**src/rtl/lfsr_chk_hit.sv**
```systemverilog
// Compares one buffer word and bumps a saturating match total.
module lfsr_chk_hit #(
    parameter int W     = 64,
    parameter int CNT_W = 9
) (
    input  logic [W-1:0]     word,
    input  logic [W-1:0]     expect_v,
    input  logic [CNT_W-1:0] count_in,
    output logic [CNT_W-1:0] count_out
);
    logic eq;
    logic at_max;

    assign eq     = (word == expect_v);
    assign at_max = &count_in;

    always_comb begin
        if (eq && !at_max) begin
            count_out = count_in + CNT_W'(1);
        end else begin
            count_out = count_in;
        end
    end
endmodule

```
**config.mk**
```make
export PLATFORM = sky130hd
export DESIGN_NAME = lfsr_chk_hit
export DESIGN_NICKNAME = d
export VERILOG_FILES = /design/src/rtl/lfsr_chk_hit.sv
export SDC_FILE = /design/constraint.sdc
export NUM_CORES = 1
export LEC_CHECK = 0
export BUFFER_PORTS_ARGS = -buffer_cell sky130_fd_sc_hd__buf_4
export CAP_MARGIN = 30
export CELL_PAD_IN_SITES_DETAIL_PLACEMENT = 0
export CELL_PAD_IN_SITES_GLOBAL_PLACEMENT = 1
export CORE_MARGIN = 2
export CORE_UTILIZATION = 16
export DETAILED_ROUTE_END_ITERATION = 10
export PLACE_DENSITY_LB_ADDON = 0.1
export SYNTH_ARGS = -nofsm -noshare
export SYNTH_HDL_FRONTEND = slang
export SYNTH_SLANG_ARGS = --single-unit
```
**constraint.sdc**
```tcl
create_clock -name vclk -period 1.6
set_input_delay 0.08 -clock vclk [all_inputs]
set_output_delay 0.08 -clock vclk [all_outputs]
set_load 0.05 [all_outputs]
```
# Yosys cells after proc, flatten, opt, wreduce, memory -nomap -nowiden
# Index checks and enable logic that the tools add are counted.
# classes
n_addsub	1
mul	0
div_mod_pow	0
order_cmp	0
eq_ne	1
shift	0
n_mux	1
bitwise_logic	0
reduce_logical	3
# ops
cell	count
64-bit equality test	1
9-bit by 1-bit adder with 9-bit output, second input constant	1
9-bit two-way mux	1
9-bit AND reduction	1
1-bit logical AND	1
1-bit logical NOT	1
# totals
regBits	0
latch_bits	0
mem_bits_rw	0
mem_bits_ro	0
out_inout_bits	9
word_cells	6
memories	0

# Longest topological paths before layout
# Gate-level depths: netlist (run 1).
# depth
ltp_word	4
ltp_mapped	7
mapped_depth_nobuf	7

# Least setup slack after synthesis (run 1)
# No wires, ideal clock.
# synth_path
path_type	input to output
startpoint	input count_in[3]
endpoint	output count_out[3]
arrival_time_ns	2.264
required_time_ns	1.520
slack_ns	-0.744
path_stages	7
path_cell_list	and3_1 > and2_1 > and4_1 > ha_1 > nor4_4 > nand4_1 > xnor2_1
# synth_via
elab_chain_len	4
# synth_rtl
element	line_no	source
from (decl)	8	input logic [CNT_W-1:0] count_in,
parallel branches: the longest is 3 deep, another holds 9-bit by 1-bit adder with 9-bit output	n/a	
9-bit two-way mux (*)	18	if (eq && !at_max) begin
to (decl)	9	output logic [CNT_W-1:0] count_out
# Mark *: on every way between the ends.

# Worst setup path after layout (run 1)
# layout_path
startpoint	input count_in[4]
endpoint	output count_out[3]
# layout_via
elab_chain_len	4
# layout_rtl
element	line_no	source
9-bit AND reduction	15	assign at_max = &count_in;
1-bit logical NOT	18	
1-bit logical AND	18	
9-bit two-way mux	18	
# No other way between the ends.

==> reports/qor.tcl, run 1 <==
set qor(cp.required_ps) 1520
set qor(synth.top_cells.by_area) {xor2_1 (57%), xnor2_1 (10%), nor4_1 (9.5%)}
set qor(remaining_antenna_violation_count_after_routing) 0
set qor(synth_compound_gate_area_share) 0
set qor(switching_power_uw) 212
set qor(internal_power_uw) 369
set qor(share_of_synthesized_cell_area_in_and_or_nand_and_nor_gates) 0.267
set qor(vias) 1350
set qor(fmax_mhz) 524
set qor(syn_nets) 249
set qor(numPortBuffers) 146
set qor(floorplan.rows) 27
set qor(ir_drop_mv) 0.0938
set qor(met1_usage) 0.124
set qor(post_synth_num_cell_types) 15
set qor(placedCellCount) 340
set qor(seq_area_frac_synth) 0
set qor(yosys.area_share.adder) 0.0271
set qor(seq_power_share) 0
set qor(whs_endpoint) {count_out[8]}
set qor(synth_largest_area_cell) {xor2_1}
set qor(groute.layer.met3.usage) 0.0113
set qor(failed_checks) {setup timing}
set qor(timing_hold_violations_final) 0
set qor(power.share.clock) 0
set qor(antenna_cells) 0
set qor(static-leakage-power_nw) 1.24
set qor(holdBufCountCts) 0
set qor(main_combinational_cell_family_by_area_after_synthesis) {XOR/XNOR gates}
set qor(final.min_clock_period_ps) 1910
set qor(yosys.cell_count.top_type) {xor2_1}
set qor(initial_antenna_violation_count) 0
set qor(timing.hold.worst.class) {in -> out}
set qor(grt-busiest-layer) {met2}
set qor(core_area_um2) 5540
set qor(final_layout_size_suffix_gt1_frac) 0.680
set qor(post-route-drc-count) 0
set qor(post_synth_xor_xnor_area) 0.673
set qor(grt_use_total) 0.104
set qor(seqCellArea_um2) 0
set qor(post-route-worst-setup-slack_ps) -310
set qor(grt.overflow.total) 0
set qor(floorplan.die.width_um) 80.0
set qor(cp_arrival_ps) 1830
set qor(number_of_top_level_design_ports) 146
set qor(routability_cong) 0.708
set qor(dp.final_hpwl_um) 3480
set qor(vias_per_cell) 3.96
set qor(grt_pass1_wl_um) 5580
set qor(wirelength_um) 3720
set qor(stdcell_count) 341
set qor(unrepaired_setup_endpoints_after_global_routing) {true}
set qor(run_status) {complete, but fails checks}
set qor(power.density_nw_per_um2) 232
set qor(fillerInstances) 563
set qor(fp.dieArea_um2) 6400
set qor(final_net_count) 410
set qor(worstPathMaxFanout) 7
set qor(syn2layout_area_growth_pct) 171
set qor(slew-limit-headroom) 0.812
set qor(route.detailed.wl_per_inst_um) 10.9
set qor(worst_slew_pin_slew_ps) 279
set qor(post_synth.cell_area_avg_um2) 8.39
set qor(pre_cts_slack_ps) -493
set qor(groute.layer.met2.usage) 0.210
set qor(fin_crit_share) 1.19
set qor(fin_hold_ws_ps) 527
set qor(synth.top_cell.area_share) 0.569
set qor(syn_area_um2) 923
set qor(first_global_vias) 1311
set qor(clock_buffers) 0
set qor(cp-end-kind) {output port}
set qor(fin_tns_setup_ps) -2220
set qor(ys_top_cells_by_count) {xor2_1 (60), nor4_1 (14), xnor2_1 (11)}
set qor(detailedRoute.firstPassIterationCount) 2
set qor(setup.worst_path.start_class) {input port}
set qor(whs_path_depth) 3
set qor(die_h_um) 80.0
set qor(slew_viol_final) 0
set qor(path_class) {in -> out}
set qor(initial_utilization) 0.167
set qor(combinationalPowerShare) 1.000
set qor(report.power.total_uw) 581
set qor(sequential_cells) 0
set qor(sw_frac_of_total) 0.365
set qor(grt_max_degree) 8
set qor(yosys-mux-area-fraction) 0.0325
set qor(setup_violations) 9
set qor(drtIter0Drc) 5
set qor(synth_cells) 110
set qor(startpoint_of_the_tightest_hold_check_path) {count_in[8]}
set qor(drv.max_cap_violation_count) 0
set qor(yosysWarningCount) 0
## cells by family after synthesis
kind of cell | count (synthesis)
xor gates and xnor gates | 71
adders and majority gates | 2
muxes | 2
and+or+nand+nor | 35
## power groups by stage
| stage | clock network (mW) | logic (mW) | registers [mW] |
|---|---|---|---|
| 2_1_floorplan | 0 | 0.198 | 0 |
| 3_3_place_gp | 0 | 0.547 | 0 |
| 3_5_place_dp | 0 | 0.547 | 0 |
| 4_1_cts | 0 | 0.580 | 0 |
| 5_1_grt | 0 | 0.627 | 0 |
| 6_report | 0 | 0.581 | 0 |
## through the flow
stage | area (um^2) | util
2_1_floorplan | 1060 | -
3_3_place_gp | 2340 | 0.423
3_5_place_dp | 2340 | 0.423
4_1_cts | 2470 | 0.446
5_1_grt | 2500 | 0.451
6_report | 2500 | 0.451
## cell type report
type               instances  area, um^2  share of cell area
well taps                 72        90.1              0.0360
multi-input cells        110        1120               0.449
repair buffers           159        1290               0.515
## critical path, stage by stage
cell and delay, ps:
buf_6 90, and3_4 170, and2_4 150, and4_1 140, ha_2 190, nor4_4 260
buf_6 170, nand4_1 200, xnor2_4 210, buf_6 170
## worst max-delay path by stage
stage                 startpoint      endpoint  slack (ps)  cells after the start
global placement     expect_v[1]  count_out[7]        -520                      9
finish               count_in[4]  count_out[3]        -310                     10
detailed placement  expect_v[37]  count_out[7]        -490                      9
floorplan           expect_v[25]  count_out[3]        -290                      6
global route            word[27]  count_out[6]        -410                      9
CTS                  count_in[4]  count_out[6]        -330                     10
## cells in the final DEF (no fill, tap or decap), drive strengths merged
cell / netlist / final
nor3: 2 / 2
and3: 2 / 2
nand3: 4 / 4
buf: 0 / 159
nor4: 15 / 15
nand3b: 1 / 1
xor2: 60 / 60
and2: 2 / 2
nand4: 7 / 7
nand2: 1 / 1
and4: 1 / 1
ha: 2 / 2
xnor2: 11 / 11
mux2: 2 / 2
## what timing repair did
action / 4_1_cts / 5_1_grt
pin swaps: 31 / 2
setup buffers: 1 / 0
resized for setup: 28 / 6
endpoints found under the setup margin: 9 / 9
## layer usage
metal | part of all wire | vias to the layer above | routed length (um)
met1 | 0.33 | 570 | 1220
met3 | 0.098 | 0 | 363
met4 | 0 | 0 | 0
met2 | 0.57 | 74 | 2130
li1 | - | 706 | -
met5 | 0 | - | 0
(Power assumes the default switching activity.)
==> run 2, diff against run 1 <==
--- a/config.mk
+++ b/config.mk
@@ -5,12 +5,13 @@
 export SDC_FILE = /design/constraint.sdc
 export NUM_CORES = 1
 export LEC_CHECK = 0
+export ABC_AREA = 1
 export BUFFER_PORTS_ARGS = -buffer_cell sky130_fd_sc_hd__buf_4
 export CAP_MARGIN = 30
 export CELL_PAD_IN_SITES_DETAIL_PLACEMENT = 0
 export CELL_PAD_IN_SITES_GLOBAL_PLACEMENT = 1
 export CORE_MARGIN = 2
-export CORE_UTILIZATION = 16
+export CORE_UTILIZATION = 19
 export DETAILED_ROUTE_END_ITERATION = 10
 export PLACE_DENSITY_LB_ADDON = 0.1
 export SYNTH_ARGS = -nofsm -noshare
==> run 2 against run 1 <==
Clock-buffer cell count unchanged. Via count grew 65%. Combinational power grew 5.0%. First-iteration DRC count grew to 5.2 times the previous value. Non-clock buffer count down 2. The flow now finishes without violations. Power is 5.0% higher. Highest routed layer is now met4. Flip-flop and latch count did not move. Utilization shrank 5.9 points. Area after synthesis increased by 58%. Largest power group unchanged. Worst setup slack improved by 380 ps. Worst hold slack worse by 2.4 ps.
==> reports/qor.tcl, run 2 <==
set qor(final_design_area_no_fill_um2) 2880 ;# +15%
set qor(number_of_top_level_design_ports) 146 ;# unchanged
set qor(die_h_um) 91.6 ;# +15%
set qor(yosys.cell_count.top_type) {nand2_1}
set qor(pre_cts_slack_ps) -54.9 ;# +438 ps
set qor(placedCellCount) 583 ;# +71%
set qor(seqCellArea_um2) 0 ;# unchanged
set qor(cp-end-kind) {output port}
set qor(worstPathMaxFanout) 4 ;# -3
set qor(first_global_vias) 2097 ;# +60%
set qor(cp.required_ps) 1520 ;# about the same
set qor(timing_hold_violations_final) 0 ;# unchanged
set qor(static-leakage-power_nw) 1.82 ;# +47%
set qor(fin_tns_setup_ps) 0 ;# +2220 ps
set qor(final.min_clock_period_ps) 1530 ;# -384 ps
set qor(stdcell_count) 584 ;# +71%
set qor(run_status) {complete, no violations}
set qor(fin_util) 0.392 ;# -0.0590
set qor(setup.worst_path.start_class) {input port}
set qor(timing.hold.worst.class) {in -> out}
set qor(sequential_cells) 0 ;# unchanged
set qor(crit_path_end) {count_out[5]}
set qor(seq_area_frac_synth) 0 ;# unchanged
set qor(drtIter0Drc) 26 ;# +21
set qor(floorplan.die.width_um) 91.6 ;# +15%
set qor(synth_cells) 330 ;# +200%
set qor(grt_use_total) 0.110 ;# +0.00554
set qor(timing.critical_path.from) {count_in[0]}
set qor(detailedRoute.firstPassIterationCount) 4 ;# +2
set qor(post_synth.cell_area_avg_um2) 4.42 ;# -47%
set qor(layout_common_cells) {buf_4 (140), nand2_1 (133), inv_1 (72)}
set qor(path_class) {in -> out}
set qor(holdBufCountCts) 0 ;# unchanged
set qor(fillerInstances) 829 ;# +47%
set qor(initial_antenna_violation_count) 0 ;# unchanged
set qor(grt_max_degree) 8 ;# unchanged
set qor(fp.dieArea_um2) 8400 ;# +31%
set qor(setup_violations) 0 ;# -9
set qor(final_net_count) 626 ;# +53%
set qor(ys_top_cells_by_count) {nand2_1 (135), inv_1 (72), nor2_1 (72)}
set qor(unrepaired_setup_endpoints_after_global_routing) {true}
set qor(yosysWarningCount) 0 ;# unchanged
set qor(synth.top_cells.by_area) {nand2_1 (35%), inv_1 (19%), nor2_1 (19%)}
set qor(initial_utilization) 0.199 ;# +0.0323
set qor(post_dp_cell_area_um2) 2730 ;# +17%
set qor(routability_cong) 0.802 ;# +13%
set qor(drv.max_cap_violation_count) 0 ;# unchanged
set qor(fmax_mhz) 655 ;# +25%
set qor(syn_nets) 469 ;# +88%
set qor(floorplan.rows) 31 ;# +15%
set qor(numPortBuffers) 146 ;# unchanged
set qor(final_layout_size_suffix_gt1_frac) 0.361 ;# -0.319
set qor(antenna_cells) 0 ;# unchanged
set qor(post-route-drc-count) 0 ;# unchanged
set qor(whs_path_depth) 4 ;# +1
set qor(vias) 2232 ;# +65%
set qor(layout.cells.most_common) {buf_4}
set qor(power.density_nw_per_um2) 212 ;# -8.7%
set qor(worst_slew_pin_slew_ps) 239 ;# -39.9 ps
set qor(slew_viol_final) 0 ;# unchanged
set qor(post-route-worst-setup-slack_ps) 73.3 ;# +384 ps
set qor(syn2layout_area_growth_pct) 97.1
set qor(core_area_um2) 7330 ;# +32%
set qor(syn_area_um2) 1460 ;# +58%
set qor(synth_largest_area_cell) {nand2_1}
set qor(fin_crit_share) 0.954 ;# -0.240
set qor(slew-limit-headroom) 0.840 ;# +0.0280
set qor(report.power.total_uw) 610 ;# +5.0%
set qor(route.detailed.wl_per_inst_um) 8.39 ;# -23%
set qor(post_synth_num_cell_types) 14 ;# -1
set qor(vias_per_cell) 3.82 ;# -3.5%
set qor(fin_hold_ws_ps) 525 ;# -2.43 ps
set qor(remaining_antenna_violation_count_after_routing) 0 ;# unchanged
set qor(grt_pass1_wl_um) 8140 ;# +46%
set qor(dp.final_hpwl_um) 4450 ;# +28%
set qor(cp_arrival_ps) 1450 ;# -380 ps
set qor(ir_drop_mv) 0.0680 ;# -28%
set qor(grt.overflow.total) 0 ;# unchanged
set qor(wirelength_um) 4900 ;# +32%
set qor(synth.top_cell.area_share) 0.347 ;# -0.222
set qor(clock_buffers) 0 ;# unchanged
-- run 2: cell count changes after synthesis, moves of 11 or more --
cell     previous run  this run
inv_1               0        72
nand2_1             0       135
nor2_1              0        72
nor4_1             14         0
xnor2_1            11         0
xor2_1             60        26
-- run 2: worst max-delay path, cell delays in order --
cell and delay, ps:
buf_4 90, ha_2 180, nand2_1 80, nor2_2 100, and3_4 200, ha_4 160, clkinv_2 90, buf_4 150
nand4_1 90, nand2_1 80, buf_6 150
-- run 2: logic make-up (layout without fill, tap and decap cells) --
logic type               count (synthesis)  in the layout  synth area share
buffers and inverters                   75            230             0.203
AND/OR/NAND/NOR                        227            227             0.624
adder cells (fa/ha/maj)                  2              2            0.0171
XOR/XNOR                                26             26             0.156
-- run 2: layout make-up --
class                      instances  area (um^2)  share of cell area
inverter                          73          275              0.0957
multi-input combinational        255         1230               0.429
tap                               99          124              0.0431
timing repair buffer             157         1240               0.432
-- run 2: repair_timing --
action | in CTS | in global routing
resized for setup | 3 | 33
pin swaps | 0 | 23
setup endpoints to repair | 8 | 9
buffers inserted | 0 | 1
-- run 2: per-layer routing --
metal / vias up / global-route usage / wire (um)
met5: - / 0 / 0
met4: 0 / 0.0101 / 48
met3: 4 / 0.0205 / 513
met2: 89 / 0.199 / 2290
met1: 882 / 0.139 / 2040
li1: 1257 / - / -
-- run 2: worst min-delay path by stage --
stage	from	end
2_1_floorplan	count_in[4]	count_out[4]
3_3_place_gp	count_in[8]	count_out[8]
3_5_place_dp	count_in[8]	count_out[8]
4_1_cts	count_in[8]	count_out[8]
5_1_grt	count_in[6]	count_out[6]
6_report	count_in[6]	count_out[6]
-- run 2: report_power, final --
part / switching [mW] / internal, mW / total [mW]
clock network: 0 / 0 / 0
registers: 0 / 0 / 0
logic: 0.262 / 0.348 / 0.610
==> run 3, diff against run 2 <==
==> constraint.sdc (replaced) <==
create_clock -name vclk -period 1.25
set_input_delay 0.0625 -clock vclk [all_inputs]
set_output_delay 0.0625 -clock vclk [all_outputs]
set_load 0.05 [all_outputs]
==> run 3 against run 2 <==
The flow now finishes with violations (setup timing). Routed wire length is 7.1% higher. Power increased by 39%. Worst hold slack got worse by 53 ps. Global-route usage grew 0.29 points. Cell area increased by 8.7%. Utilization increased by 3.4 points.
==> reports/qor.tcl, run 3 (synthesized netlist as in run 2, its figures left out) <==
set qor(failed_checks) {setup timing}
set qor(first_global_vias) 2005 ;# -4.4%
set qor(grt_pass1_wl_um) 8200 ;# +0.85%
set qor(numPortBuffers) 146 ;# unchanged
set qor(post_dp_cell_area_um2) 2880 ;# +5.5%
set qor(cp-end-kind) {output port}
set qor(grt_use_total) 0.113 ;# +0.00292
set qor(setup_violations) 9 ;# +9
set qor(initial_antenna_violation_count) 0 ;# unchanged
set qor(placedCellCount) 583 ;# unchanged
set qor(report.power.total_uw) 850 ;# +39%
set qor(timing.hold.worst.class) {in -> out}
set qor(layout.cells.most_common) {buf_4}
set qor(holdBufCountCts) 0 ;# unchanged
set qor(unrepaired_setup_endpoints_after_global_routing) {true}
set qor(worst_path_largest_cell_delay_ps) 170 ;# -30 ps
set qor(wirelength_um) 5250 ;# +7.1%
set qor(fmax_mhz) 654
set qor(slew_viol_final) 0 ;# unchanged
set qor(setup.worst_path.start_class) {input port}
set qor(critical_path_buffer_and_inverter_count) 3 ;# -1
set qor(number_of_top_level_design_ports) 146 ;# unchanged
set qor(post-route-drc-count) 0 ;# unchanged
set qor(final_layout_size_suffix_gt1_frac) 0.425 ;# +0.0645
set qor(die_h_um) 91.6 ;# unchanged
set qor(cp.required_ps) 1190 ;# -330 ps
set qor(timing.critical_path.from) {expect_v[25]}
set qor(core_area_um2) 7330 ;# unchanged
set qor(routability_cong) 0.722 ;# -9.9%
set qor(worst_slew_pin_slew_ps) 209 ;# -30.3 ps
set qor(final_net_count) 630 ;# +0.64%
set qor(multi_input_comb_area_um2) 1370 ;# +11%
set qor(clock_buffers) 0 ;# unchanged
set qor(remaining_antenna_violation_count_after_routing) 0 ;# unchanged
set qor(slew-limit-headroom) 0.861 ;# +0.0203
set qor(final.min_clock_period_ps) 1530
set qor(startpoint_of_the_tightest_hold_check_path) {count_in[7]}
set qor(worstPathMaxFanout) 7 ;# +3
set qor(detailedRoute.firstPassIterationCount) 4 ;# unchanged
set qor(floorplan.die.width_um) 91.6 ;# unchanged
set qor(timing_hold_violations_final) 0 ;# unchanged
set qor(cp_top_family) {simple AND/OR/NAND/NOR gates}
set qor(route.detailed.wl_per_inst_um) 8.92 ;# +6.4%
set qor(initial_utilization) 0.199 ;# unchanged
set qor(fin_tns_setup_ps) -2350 ;# -2350 ps
set qor(final_design_area_no_fill_um2) 3130 ;# +8.7%
set qor(cp_arrival_ps) 1470 ;# +20 ps
set qor(fin_crit_share) 1.22
set qor(drtIter0Drc) 35 ;# +35%
set qor(vias_per_cell) 3.84 ;# +0.57%
set qor(sequential_cells) 0 ;# unchanged
set qor(stdcell_count) 588 ;# +0.68%
set qor(layout_common_cells) {buf_4 (136), nand2_1 (112), inv_1 (69)}
set qor(worstPathCellList) {buf_4, nor2_1, nor2_1, nor2_1, nand2_1, nor2_1, nand2_1, nor2_4, buf_12, nand3_4, nand2_2, nand2_4, buf_6}
set qor(dp.final_hpwl_um) 4650 ;# +4.7%
set qor(fillerInstances) 815 ;# -1.7%
set qor(static-leakage-power_nw) 1.88 ;# +3.2%
set qor(drv.max_cap_violation_count) 0 ;# unchanged
set qor(seqCellArea_um2) 0 ;# unchanged
set qor(grt.overflow.total) 0 ;# unchanged
set qor(syn2layout_area_growth_pct) 114
set qor(whs_path_depth) 4 ;# unchanged
set qor(vias) 2260 ;# +1.3%
set qor(critical_path.most_common_cell) {nor2_1}
set qor(floorplan.rows) 31 ;# unchanged
set qor(critical_path.slowest_cell) {nor2_4}
set qor(grt_max_degree) 13 ;# +5
set qor(path_class) {in -> out}
set qor(whs_endpoint) {count_out[7]}
set qor(fp.dieArea_um2) 8400 ;# unchanged
set qor(run_status) {complete, but fails checks}
set qor(power.density_nw_per_um2) 272 ;# +28%
set qor(ir_drop_mv) 0.0940 ;# +38%
set qor(post-route-worst-setup-slack_ps) -280 ;# -353 ps
set qor(antenna_cells) 0 ;# unchanged
run 3: cell count changes in the layout (fill, tap and decap cells not counted), sizes merged:
cell / before / now
buf: 157 / 160
clkbuf: 0 / 1
run 3: final cells by class:
class                      count  share of cell area
tap                           99              0.0396
timing repair buffer         161               0.433
inverter                      73              0.0893
multi-input combinational    255               0.438
run 3: metrics by stage:
step / setup WS (ps) / utilization / hold WS (ps)
4_1_cts: -282 / 0.405 / 487
5_1_grt: -421 / 0.426 / 477
3_5_place_dp: -407 / 0.393 / 530
6_report: -280 / 0.426 / 472
3_3_place_gp: -388 / 0.393 / 529
2_1_floorplan: 58.0 / - / 291
run 3: what timing repair did:
item	in CTS	in global routing
cloned	0	1
setup endpoints to repair	9	9
pin swaps	6	24
buffers inserted	3	1
resized for setup	18	35
run 3: layer usage:
metal / routed length, um / up-vias / global-route usage
met5: 0 / - / 0
met4: 0 / 0 / 0
met3: 397 / 0 / 0.0156
met2: 2560 / 73 / 0.205
met1: 2290 / 922 / 0.150
li1: - / 1265 / -
run 3: power breakdown:
part	internal (mW)	leakage, nW	total (mW)	switching, mW
sequential	0	0	0	0
combinational	0.491	1.88	0.850	0.360
clock	0	0	0	0
run 3: worst max path at each step:
stage                   endpoint  slack, ps  depth (start not counted)
finish              count_out[5]       -280                         13
global route        count_out[5]       -420                         13
CTS                 count_out[5]       -280                         13
detailed placement  count_out[0]       -410                         11
global placement    count_out[0]       -390                         12
floorplan           count_out[0]         60                          9
run 3: tightest hold or removal path, cell delays in order:
cell     delay [ps]
buf_4           110
nand2_4          50
nand2_4          50
buf_8           130
